--- src/rtl/cfg_loader_pkg.sv ---
`timescale 1ns/1ps
package cfg_loader_pkg;
  typedef enum logic [2:0] {
    S_IDLE,
    S_PROG,
    S_REL,
    S_FETCH,
    S_SHIFT,
    S_TAIL
  } ld_state_e;
endpackage

--- src/rtl/cfg_tick_counter.sv ---
`timescale 1ns/1ps
module cfg_tick_counter #(
  parameter int unsigned LIMIT = 2
) (
  input  logic clk_i,
  input  logic rst_ni,
  input  logic clr_i,
  input  logic en_i,
  output logic hit_o
);
  localparam int unsigned CW = (LIMIT > 1) ? $clog2(LIMIT) : 1;

  logic [CW-1:0] cnt_q;

  assign hit_o = en_i && (cnt_q == CW'(LIMIT - 1));

  always_ff @(posedge clk_i or negedge rst_ni) begin
    if (!rst_ni)              cnt_q <= '0;
    else if (clr_i || hit_o)  cnt_q <= '0;
    else if (en_i)            cnt_q <= cnt_q + CW'(1);
  end
endmodule

--- src/rtl/cfg_bit_shifter.sv ---
`timescale 1ns/1ps
module cfg_bit_shifter #(
  parameter int unsigned WIDTH = 8
) (
  input  logic             clk_i,
  input  logic             rst_ni,
  input  logic             load_i,
  input  logic [WIDTH-1:0] data_i,
  input  logic             shift_i,
  output logic             next_bit_o,
  output logic             last_o
);
  localparam int unsigned IW = (WIDTH > 1) ? $clog2(WIDTH) : 1;

  logic [WIDTH-1:0] sh_q;
  logic [IW-1:0]    idx_q;

  // bit that goes out after the current one
  assign next_bit_o = sh_q[WIDTH-2];
  assign last_o     = (idx_q == '0);

  always_ff @(posedge clk_i or negedge rst_ni) begin
    if (!rst_ni) begin
      sh_q  <= '0;
      idx_q <= '0;
    end else if (load_i) begin
      sh_q  <= data_i;
      idx_q <= IW'(WIDTH - 1);
    end else if (shift_i) begin
      sh_q  <= {sh_q[WIDTH-2:0], 1'b0};
      idx_q <= idx_q - IW'(1);
    end
  end
endmodule

--- src/rtl/cfg_serial_loader.sv ---
`timescale 1ns/1ps
module cfg_serial_loader
  import cfg_loader_pkg::*;
#(
  parameter int unsigned LEN_W       = 24,
  parameter int unsigned DIV         = 2,
  parameter int unsigned TIMEOUT_CYC = 1_000_000
) (
  input  logic             clk_i,
  input  logic             rst_ni,
  input  logic             start_i,
  input  logic [LEN_W-1:0] len_i,
  input  logic [7:0]       byte_i,
  input  logic             byte_valid_i,
  output logic             byte_ready_o,
  output logic             prog_o,
  output logic             cclk_o,
  output logic             din_o,
  input  logic             init_i,
  input  logic             done_i,
  output logic             busy_o,
  output logic             ok_o,
  output logic             timeout_o,
  output logic             fail_o,
  output logic             crc_err_o
);
  localparam int unsigned BW = 8;

  ld_state_e        state_q, state_d;
  logic [LEN_W-1:0] len_q, cnt_q;
  logic             cclk_q, din_q;
  logic             ok_q, tmo_q, fail_q, crc_q;
  logic             to_hit, ph_hit, sh_next, sh_last;
  logic             crc_trip, accept, ph_en, to_en, at_end;

  assign crc_trip     = init_i && !done_i;
  assign at_end       = (cnt_q == len_q);
  assign byte_ready_o = (state_q == S_FETCH) && !crc_trip && !at_end;
  assign accept       = byte_ready_o && byte_valid_i;
  assign ph_en        = (state_q == S_SHIFT) || (state_q == S_TAIL);
  assign to_en        = (state_q == S_PROG) || (state_q == S_REL) || (state_q == S_TAIL);

  assign prog_o    = (state_q == S_PROG);
  assign busy_o    = (state_q != S_IDLE);
  assign cclk_o    = cclk_q;
  assign din_o     = din_q;
  assign ok_o      = ok_q;
  assign timeout_o = tmo_q;
  assign fail_o    = fail_q;
  assign crc_err_o = crc_q;

  cfg_tick_counter #(.LIMIT(DIV)) u_phase (
    .clk_i (clk_i),
    .rst_ni(rst_ni),
    .clr_i (!ph_en),
    .en_i  (ph_en),
    .hit_o (ph_hit)
  );

  cfg_tick_counter #(.LIMIT(TIMEOUT_CYC)) u_wait (
    .clk_i (clk_i),
    .rst_ni(rst_ni),
    .clr_i (state_d != state_q),
    .en_i  (to_en),
    .hit_o (to_hit)
  );

  cfg_bit_shifter #(.WIDTH(BW)) u_shift (
    .clk_i     (clk_i),
    .rst_ni    (rst_ni),
    .load_i    (accept),
    .data_i    (byte_i),
    .shift_i   ((state_q == S_SHIFT) && ph_hit && cclk_q && !sh_last),
    .next_bit_o(sh_next),
    .last_o    (sh_last)
  );

  always_comb begin
    state_d = state_q;
    unique case (state_q)
      S_IDLE:  if (start_i) state_d = S_PROG;
      S_PROG:  if (init_i) state_d = S_REL;
               else if (to_hit) state_d = S_IDLE;
      S_REL:   if (!init_i) state_d = S_FETCH;
               else if (to_hit) state_d = S_IDLE;
      S_FETCH: if (crc_trip) state_d = S_IDLE;
               else if (at_end) state_d = S_TAIL;
               else if (accept) state_d = S_SHIFT;
      S_SHIFT: if (ph_hit && cclk_q && sh_last) state_d = S_FETCH;
      S_TAIL:  if (done_i || to_hit) state_d = S_IDLE;
      default: state_d = S_IDLE;
    endcase
  end

  always_ff @(posedge clk_i or negedge rst_ni) begin
    if (!rst_ni) begin
      state_q <= S_IDLE;
      len_q   <= '0;
      cnt_q   <= '0;
      cclk_q  <= 1'b0;
      din_q   <= 1'b0;
      ok_q    <= 1'b0;
      tmo_q   <= 1'b0;
      fail_q  <= 1'b0;
      crc_q   <= 1'b0;
    end else begin
      state_q <= state_d;
      unique case (state_q)
        S_IDLE: if (start_i) begin
          len_q  <= len_i;
          cnt_q  <= '0;
          ok_q   <= 1'b0;
          tmo_q  <= 1'b0;
          fail_q <= 1'b0;
          crc_q  <= 1'b0;
        end
        S_PROG: if (!init_i && to_hit) tmo_q <= 1'b1;
        S_REL:  if (init_i && to_hit) fail_q <= 1'b1;
        S_FETCH: begin
          if (crc_trip) begin
            crc_q  <= 1'b1;
            cclk_q <= 1'b0;
            din_q  <= 1'b0;
          end else if (at_end) begin
            cclk_q <= 1'b0;
            din_q  <= 1'b1;
          end else if (accept) begin
            cnt_q  <= cnt_q + LEN_W'(1);
            cclk_q <= 1'b0;
            din_q  <= byte_i[BW-1];
          end
        end
        S_SHIFT: if (ph_hit) begin
          if (!cclk_q) begin
            cclk_q <= 1'b1;
          end else if (!sh_last) begin
            cclk_q <= 1'b0;
            din_q  <= sh_next;
          end
        end
        S_TAIL: begin
          if (done_i) begin
            ok_q   <= 1'b1;
            cclk_q <= 1'b0;
            din_q  <= 1'b0;
          end else if (to_hit) begin
            fail_q <= 1'b1;
            cclk_q <= 1'b0;
            din_q  <= 1'b0;
          end else if (ph_hit) begin
            cclk_q <= !cclk_q;
          end
        end
        default: ;
      endcase
    end
  end

  AST_IDLE_QUIET: assert property (@(posedge clk_i) disable iff (!rst_ni)
    !busy_o |-> (!prog_o && !byte_ready_o));
  AST_TMO_WITHOUT_INIT: assert property (@(posedge clk_i) disable iff (!rst_ni)
    $rose(timeout_o) |-> !$past(init_i));
  AST_DIN_HELD_HIGH: assert property (@(posedge clk_i) disable iff (!rst_ni)
    (cclk_o && $past(cclk_o)) |-> $stable(din_o));
  AST_CRC_CAUSE: assert property (@(posedge clk_i) disable iff (!rst_ni)
    $rose(crc_err_o) |-> $past(init_i && !done_i));
  AST_OK_CAUSE: assert property (@(posedge clk_i) disable iff (!rst_ni)
    $rose(ok_o) |-> $past(done_i));
  AST_ONE_RESULT: assert property (@(posedge clk_i) disable iff (!rst_ni)
    $onehot0({ok_o, timeout_o, fail_o, crc_err_o}));
  AST_RESULT_HOLD: assert property (@(posedge clk_i) disable iff (!rst_ni)
    (!busy_o && !$past(busy_o) && !$past(start_i))
      |-> $stable({ok_o, timeout_o, fail_o, crc_err_o}));
endmodule

--- config.mk ---
export PLATFORM = sky130hd
export DESIGN_NAME = cfg_serial_loader
export DESIGN_NICKNAME = d
export VERILOG_FILES = /design/src/rtl/cfg_loader_pkg.sv /design/src/rtl/cfg_tick_counter.sv /design/src/rtl/cfg_bit_shifter.sv /design/src/rtl/cfg_serial_loader.sv
export SDC_FILE = /design/constraint.sdc
export NUM_CORES = 1
export LEC_CHECK = 0
export BUFFER_PORTS_ARGS = -buffer_cell sky130_fd_sc_hd__buf_4
export CORE_MARGIN = 8
export CORE_UTILIZATION = 64
export CTS_CLUSTER_DIAMETER = 80
export CTS_CLUSTER_SIZE = 16
export DETAILED_ROUTE_END_ITERATION = 10
export PLACE_DENSITY = 0.94
export SYNTH_ARGS = -nofsm -noshare
export SYNTH_HDL_FRONTEND = slang
export SYNTH_SLANG_ARGS = --single-unit
--- constraint.sdc ---
create_clock -name clk_i -period 4.03 [get_ports clk_i]
set_input_delay 0.403 -clock clk_i [delete_from_list [all_inputs] [get_ports clk_i]]
set_output_delay 0.403 -clock clk_i [all_outputs]
set_load 0.03 [all_outputs]
# == Yosys cells after proc, flatten, opt, wreduce, memory -nomap -nowiden ==
# Index checks and enable logic that the tools add are counted.
# word_totals
regBits,88
latch_bits,0
ram_bits,0
romBits,0
input_bits,38
out_inout_bits,9
wordCells,139
n_memories,0
# classes
addsub,4
n_mul,0
n_div,0
n_lt_le_gt_ge,0
eq_ne,24
shifts,0
mux,53
n_bitwise,0
reduce_logical,45
# op_table
operator,count
$mux W24,4
$pmux W24 S2,1
$mux W20,2
$mux W3,11
$mux W1,26
$add A24 B1 Y24 const B,1
$eq A24 B24 Y1,1
$ne A2 B2 Y1 const B,11
$add A20 B1 Y20 const B,1
$eq A20 B20 Y1 const B,1
$pmux W3 S6,1
$mux W7,2
$logic_and A1 B1 Y1,13
$reduce_bool A2 Y1,6
$reduce_and A5 Y1,2
$pmux W1 S3,3
$reduce_and A3 Y1,3
$reduce_bool A3 Y1,3
$ne A4 B4 Y1 const B,2
$logic_not A1 Y1,7
$eq A3 B2 Y1 const B,2
$eq A3 B3 Y1 const B,2
$logic_not A3 Y1,2
$logic_or A1 B1 Y1,6
10 further kinds,13

# == Depth between registers and ports, before layout ==
# logic_depth
depth_word,13
depth_mapped,9
depth_no_buf,8

# == By module ==
# Synthesis repeated with hierarchy kept, for this count alone.
# hier_totals
hier_cells,547
hier_area_um2,4822.1
# modules_own_cells
mod,n_inst,cells_per_inst,area_per_inst_um2,seq_area_each_um2
cfg_serial_loader,1,388,3229.3,1426.4
cfg_tick_counter (u_wait),1,109,1064.8,500.5
cfg_bit_shifter,1,46,483.0,250.2
cfg_tick_counter (u_phase),1,4,45.0,25.0

# == Least setup slack after synthesis ==
# No wires, ideal clock.
# synth_timing
kind,reg2reg
start,register state_q[1]
end,"register din_q, in the netlist din_o"
setup_time_ns,0.128
arrival_ns,1.820
required_ns,3.902
path_slack_ns,2.082
stages_incl_launch_ff,7
path_buffers,0
period_less_slack_ns,1.948
cell_sequence,dfrtp_1 -> and2b_1 -> o211ai_2 -> nor4_4 -> nor2_2 -> nor3b_2 -> mux2_1
# synth_between
elab_chain_cells,6
elab_cells_between_ends,21
cone_classes,10 x eq/ne; 1 x mux; 10 x reduce/logical
# synth_rtl
item,line,source
start: declaration,cfg_serial_loader.sv:29,"ld_state_e state_q, state_d;"
start signal: assignment,cfg_serial_loader.sv:107,state_q <= state_d;
$eq A3 B2 Y1 (tied with other cells),"cfg_serial_loader.sv:38, cfg_serial_loader.sv:108",
$logic_and A1 B1 Y1 / $logic_or A1 B1 Y1 (equally long branches) (2 in a row),"cfg_serial_loader.sv:38, cfg_serial_loader.sv:41",
$logic_and A1 B1 Y1 (on tied branches),"cfg_serial_loader.sv:39, cfg_tick_counter.sv:15",
$ne A4 B4 Y1 (no source line) / $ne A3 B3 Y1 (equally long branches),-,
$reduce_and A6 Y1 (no source line),-,
end signal: assignment,cfg_serial_loader.sv:130,din_q <= byte_i[BW-1];
end signal: assignment,cfg_serial_loader.sv:138,din_q <= sh_next;
end: declaration,cfg_serial_loader.sv:31,"logic cclk_q, din_q;"
# Parallel ways exist; a longest one is shown, timed or not.
# A chain may end at the register's enable or synchronous reset.

# == Final worst setup path ==
# layout_timing
start,register cnt_q[5]
end,output byte_ready_o
# layout_between
elab_chain_cells,3
# layout_rtl
item,line,source
start: declaration,cfg_serial_loader.sv:30,"logic [LEN_W-1:0] len_q, cnt_q;"
start signal: assignment,cfg_serial_loader.sv:128,cnt_q <= cnt_q + LEN_W'(1);
$eq A24 B24 Y1,cfg_serial_loader.sv:37,assign at_end = (cnt_q == len_q);
$logic_not A1 Y1,cfg_serial_loader.sv:38,assign byte_ready_o = (state_q == S_FETCH) && !crc_trip && !at_end;
$logic_and A1 B1 Y1,cfg_serial_loader.sv:38,
end: declaration,cfg_serial_loader.sv:15,"output logic byte_ready_o,"
# Every way passes these cells.

==> key figures <==
Run status
  – Outcome: completed

Die
  – Die ar.: 0.0105 mm2
  – Starting Density: about 66%
  – Die Ht: 103 um
  – Row cnt: 31
  – Die width: 103 um
  – Number of I/O pins: between 40 and 50
  – Core ar.: 0.00725 mm2

Layout
  – Layout cells sized above 1: between 10% and 20%
  – P&R area growth vs syn: 12.9%
  – Most frequent cells in the layout: nand2_1, dfrtp_1, buf_4
  – Nets@finish: 601
  – Diode count: 0
  – Commonest non-fill, non-tap cell in the layout: nand2_1

STA
  – Final Skew: 14.9 ps
  – Final setup fails: 0
  – Crit path time final: 2850 ps
  – Post-route setup TNS: 0 ps
  – Max Clk Rate: 351 MHz
  – Slew @ Worst Pin: 1140 ps
  – Final period utilization: 70.7%
  – Slew Limit Headroom: between 20% and 30%
  – Final setup margin: 1180 ps
  – Hold Violations, Final: 0
  – RSZ-0062 raised after global routing: no
  – Pins over their slew limit: 0

Critical path
  – Slowest cell on the critical path: nor2_1
  – Cell Chain, Critical Path: xnor2_1 -> nand4_1 -> nor2_1 -> and2_2 -> nor2_1 -> buf_4
  – Top cell by count, worst path: nor2_1
  – Critical path peak fanout: 11
  – Max incr delay on CP: roughly 750 ps
  – Reg2Reg Depth: 6
  – WS Path Type: reg2out
  – Crit end category: primary output
  – Critical path required time: 3630 ps
  – CP arrival: between 2000 and 2500 ps
  – Worst Setup Start Kind: flop

Clock tree
  – TritonCTS clock tree: done
  – CTS Buf Count: 9
  – Total number of H-tree levels: 3
  – Clock Path Buffers: 2
  – Root Buffer: clkbuf_8
  – Clock-pin slew on the worst setup and hold paths: 100 ps
  – Worst skew pair latency: about 360 ps
  – Setup repair bufs after CTS: 0
  – Hold-fix buffers at CTS: 0
  – Cts repair resizes: 0
  – Sink Count: 88

Global routing
  – Global-route wire length before repair: 18900 um
  – Initial antenna violation count: 0
  – Vias in the first global route: 4095
  – Gr ovfl total: 0
  – GRT Util Overall: around 22%
  – Largest net degree at the start of global routing: 89

Placement
  – Pre-CTS setup slack: 1290 ps
  – IO Port Bufs: 46
  – Dpl hpwl: roughly 7500 um
  – Placer Congestion: roughly 0.9

Routing
  – Top sig layer: met4
  – Final ANT Viol Nets: 0
  – Drt drc: 0
  – TritonRoute pass-1 iters: 6
  – DR vias/cell: 6.06
  – Iteration-0 DRC Markers: 277
  – Met2 WL: 5330 um
  – Vias: 4015
  – DR WL met3: around 640 um
  – Final WL: 11000 um
  – WL met1: about 4700 um
  – DR WL/cell: approximately 17 um

Synthesis
  – Mapped Nets: 562
  – Sequential share of the synthesized area: 46.0%
  – Mux share of post-synthesis cell area: 2.14%
  – Post-Synth XOR/XNOR Area: 8.96%
  – Seq cells post-synth: between 80 and 90
  – Async set-reset flop share out of synthesis: 100%
  – Largest family of logic cells by synthesized area: simple AND/OR/NAND/NOR gates
  – EDFF count, synth: 0
  – Synth Area in Compound Gates: 11.8%
  – Netlist Area Pre-Place: 0.00479 mm2
  – Syn Area/Cell: 9.21 um2
  – Yosys warns: 0
  – Most common flop cell mapped by yosys: dfrtp_1
  – Unique masters post-synth: 67
  – Synthesized instance count: 520
  – Post-synthesis adder-cell area fraction: 1.04%
  – Post-Synth Simple-Gate Area: a little over a quarter

Power
  – Clk pwr share: 23.6%
  – Net switching power: 0.00110 W
  – VDD IR-drop max: 316 uV
  – Sequential share of power: 43.7%
  – Lkg Pwr: 2.49 nW
  – PD cells: 545 mW/mm2
  – Combinational share of power: 32.8%
  – Pint: 0.00184 W
  – Sw frac: 37.4%

Run
  – Max_cap viols: 0

Worst hold path
  – Hold Path Class: in2async
-- worst paths after layout --
| kind | start | end | slack, ps |
|---|---|---|---|
| max | cnt_q[5] | byte_ready_o | 1180 |
| min | rst_ni | ok_o | 220 |
| max reg2reg | state_q[0] | u_wait.cnt_q[15] | 1250 |
| min reg2reg | u_shift.sh_q[1] | u_shift.sh_q[1] | 480 |
| max in group asynchronous | rst_ni | len_q[11] | 3080 |
| min in group clk_i | len_i[22] | len_q[22] | 230 |
-- routing by layer --
layer,GRT usage (%),vias up
met5,0,-
met2,36.3,148
met3,4.39,32
met1,28.9,1966
li1,-,1869
met4,8.92,0
-- critical path: cells and delay by family, from the launching register on --
kind | cells | cell delay (ps)
simple gates | 4 | 1280
flops | 1 | 430
xor+xnor | 1 | 210
buf+inv | 1 | 170
-- Yosys cell counts (all sizes together) (4+ instances only) --
master,number,share of area [%]
nor2,50,4.0
a21o,8,1.3
mux2i,8,1.7
ha,4,1.0
nand4,15,2.0
a21oi,23,2.6
and2,4,0.60
xnor2,38,6.9
and4,5,0.97
nand2b,5,0.65
dfrtp,88,46
nand2,111,8.9
buf,12,1.7
o21ai,18,1.9
xor2,11,2.0
inv,11,0.86
or3,5,0.65
and3,12,1.7
nor4,5,1.4
nor3,6,0.63
clkbuf,10,0.78
nand3,21,2.3
a22o,5,0.91
nor2b,5,0.71
-- power groups by stage --
| stage | clock (W) | sequential, W | combinational, W |
|---|---|---|---|
| 6_report | 0.000694 | 0.00129 | 0.000965 |
| 5_1_grt | 0.000732 | 0.00131 | 0.00108 |
| 4_1_cts | 0.000695 | 0.00128 | 0.000971 |
| 3_5_place_dp | 0 | 0.00130 | 0.000961 |
| 3_3_place_gp | 0 | 0.00128 | 0.000923 |
| 2_1_floorplan | 0 | 0.00123 | 0.000754 |
-- stage by stage --
step	total power, W	util [%]	instances	cell area [um2]	hold slack (ps)
5_1_grt	0.00312	74.5	663	5410	237
2_1_floorplan	0.00199	-	520	4790	107
3_5_place_dp	0.00226	71.4	647	5180	471
4_1_cts	0.00295	74.5	663	5410	230
6_report	0.00294	74.5	663	5410	221
3_3_place_gp	0.00220	71.4	647	5180	458
-- kinds of logic (layout without fill, tap and decap cells) --
| kind of cell | count (synthesis) | after routing |
|---|---|---|
| multiplexers | 10 | 10 |
| AO/OA/AOI/OAI | 80 | 80 |
| buffers and inverters | 33 | 77 |
| XOR/XNOR | 49 | 49 |
| AND/OR/NAND/NOR | 256 | 256 |
| adder cells (fa/ha/maj) | 4 | 4 |
| flip-flops | 88 | 88 |
-- registers in the layout (all words and copies together), names as in the netlist --
name           count
cclk_o             1
cnt_q             24
crc_err_o          1
din_o              1
fail_o             1
len_q             24
ok_o               1
state_q            3
timeout_o          1
u_phase.cnt_q      1
u_shift.idx_q      3
u_shift.sh_q       7
u_wait.cnt_q      20
-- layout make-up --
cell class	count	area [um2]
Clock inverter	6	91.3
Clock buffer	10	138
Fill cell	507	1850
Tap cell	99	124
Timing Repair Buffer	50	375
Sequential cell	88	2200
Inverter	11	41.3
Multi-Input combinational cell	399	2430
(Power assumes the default switching activity.)
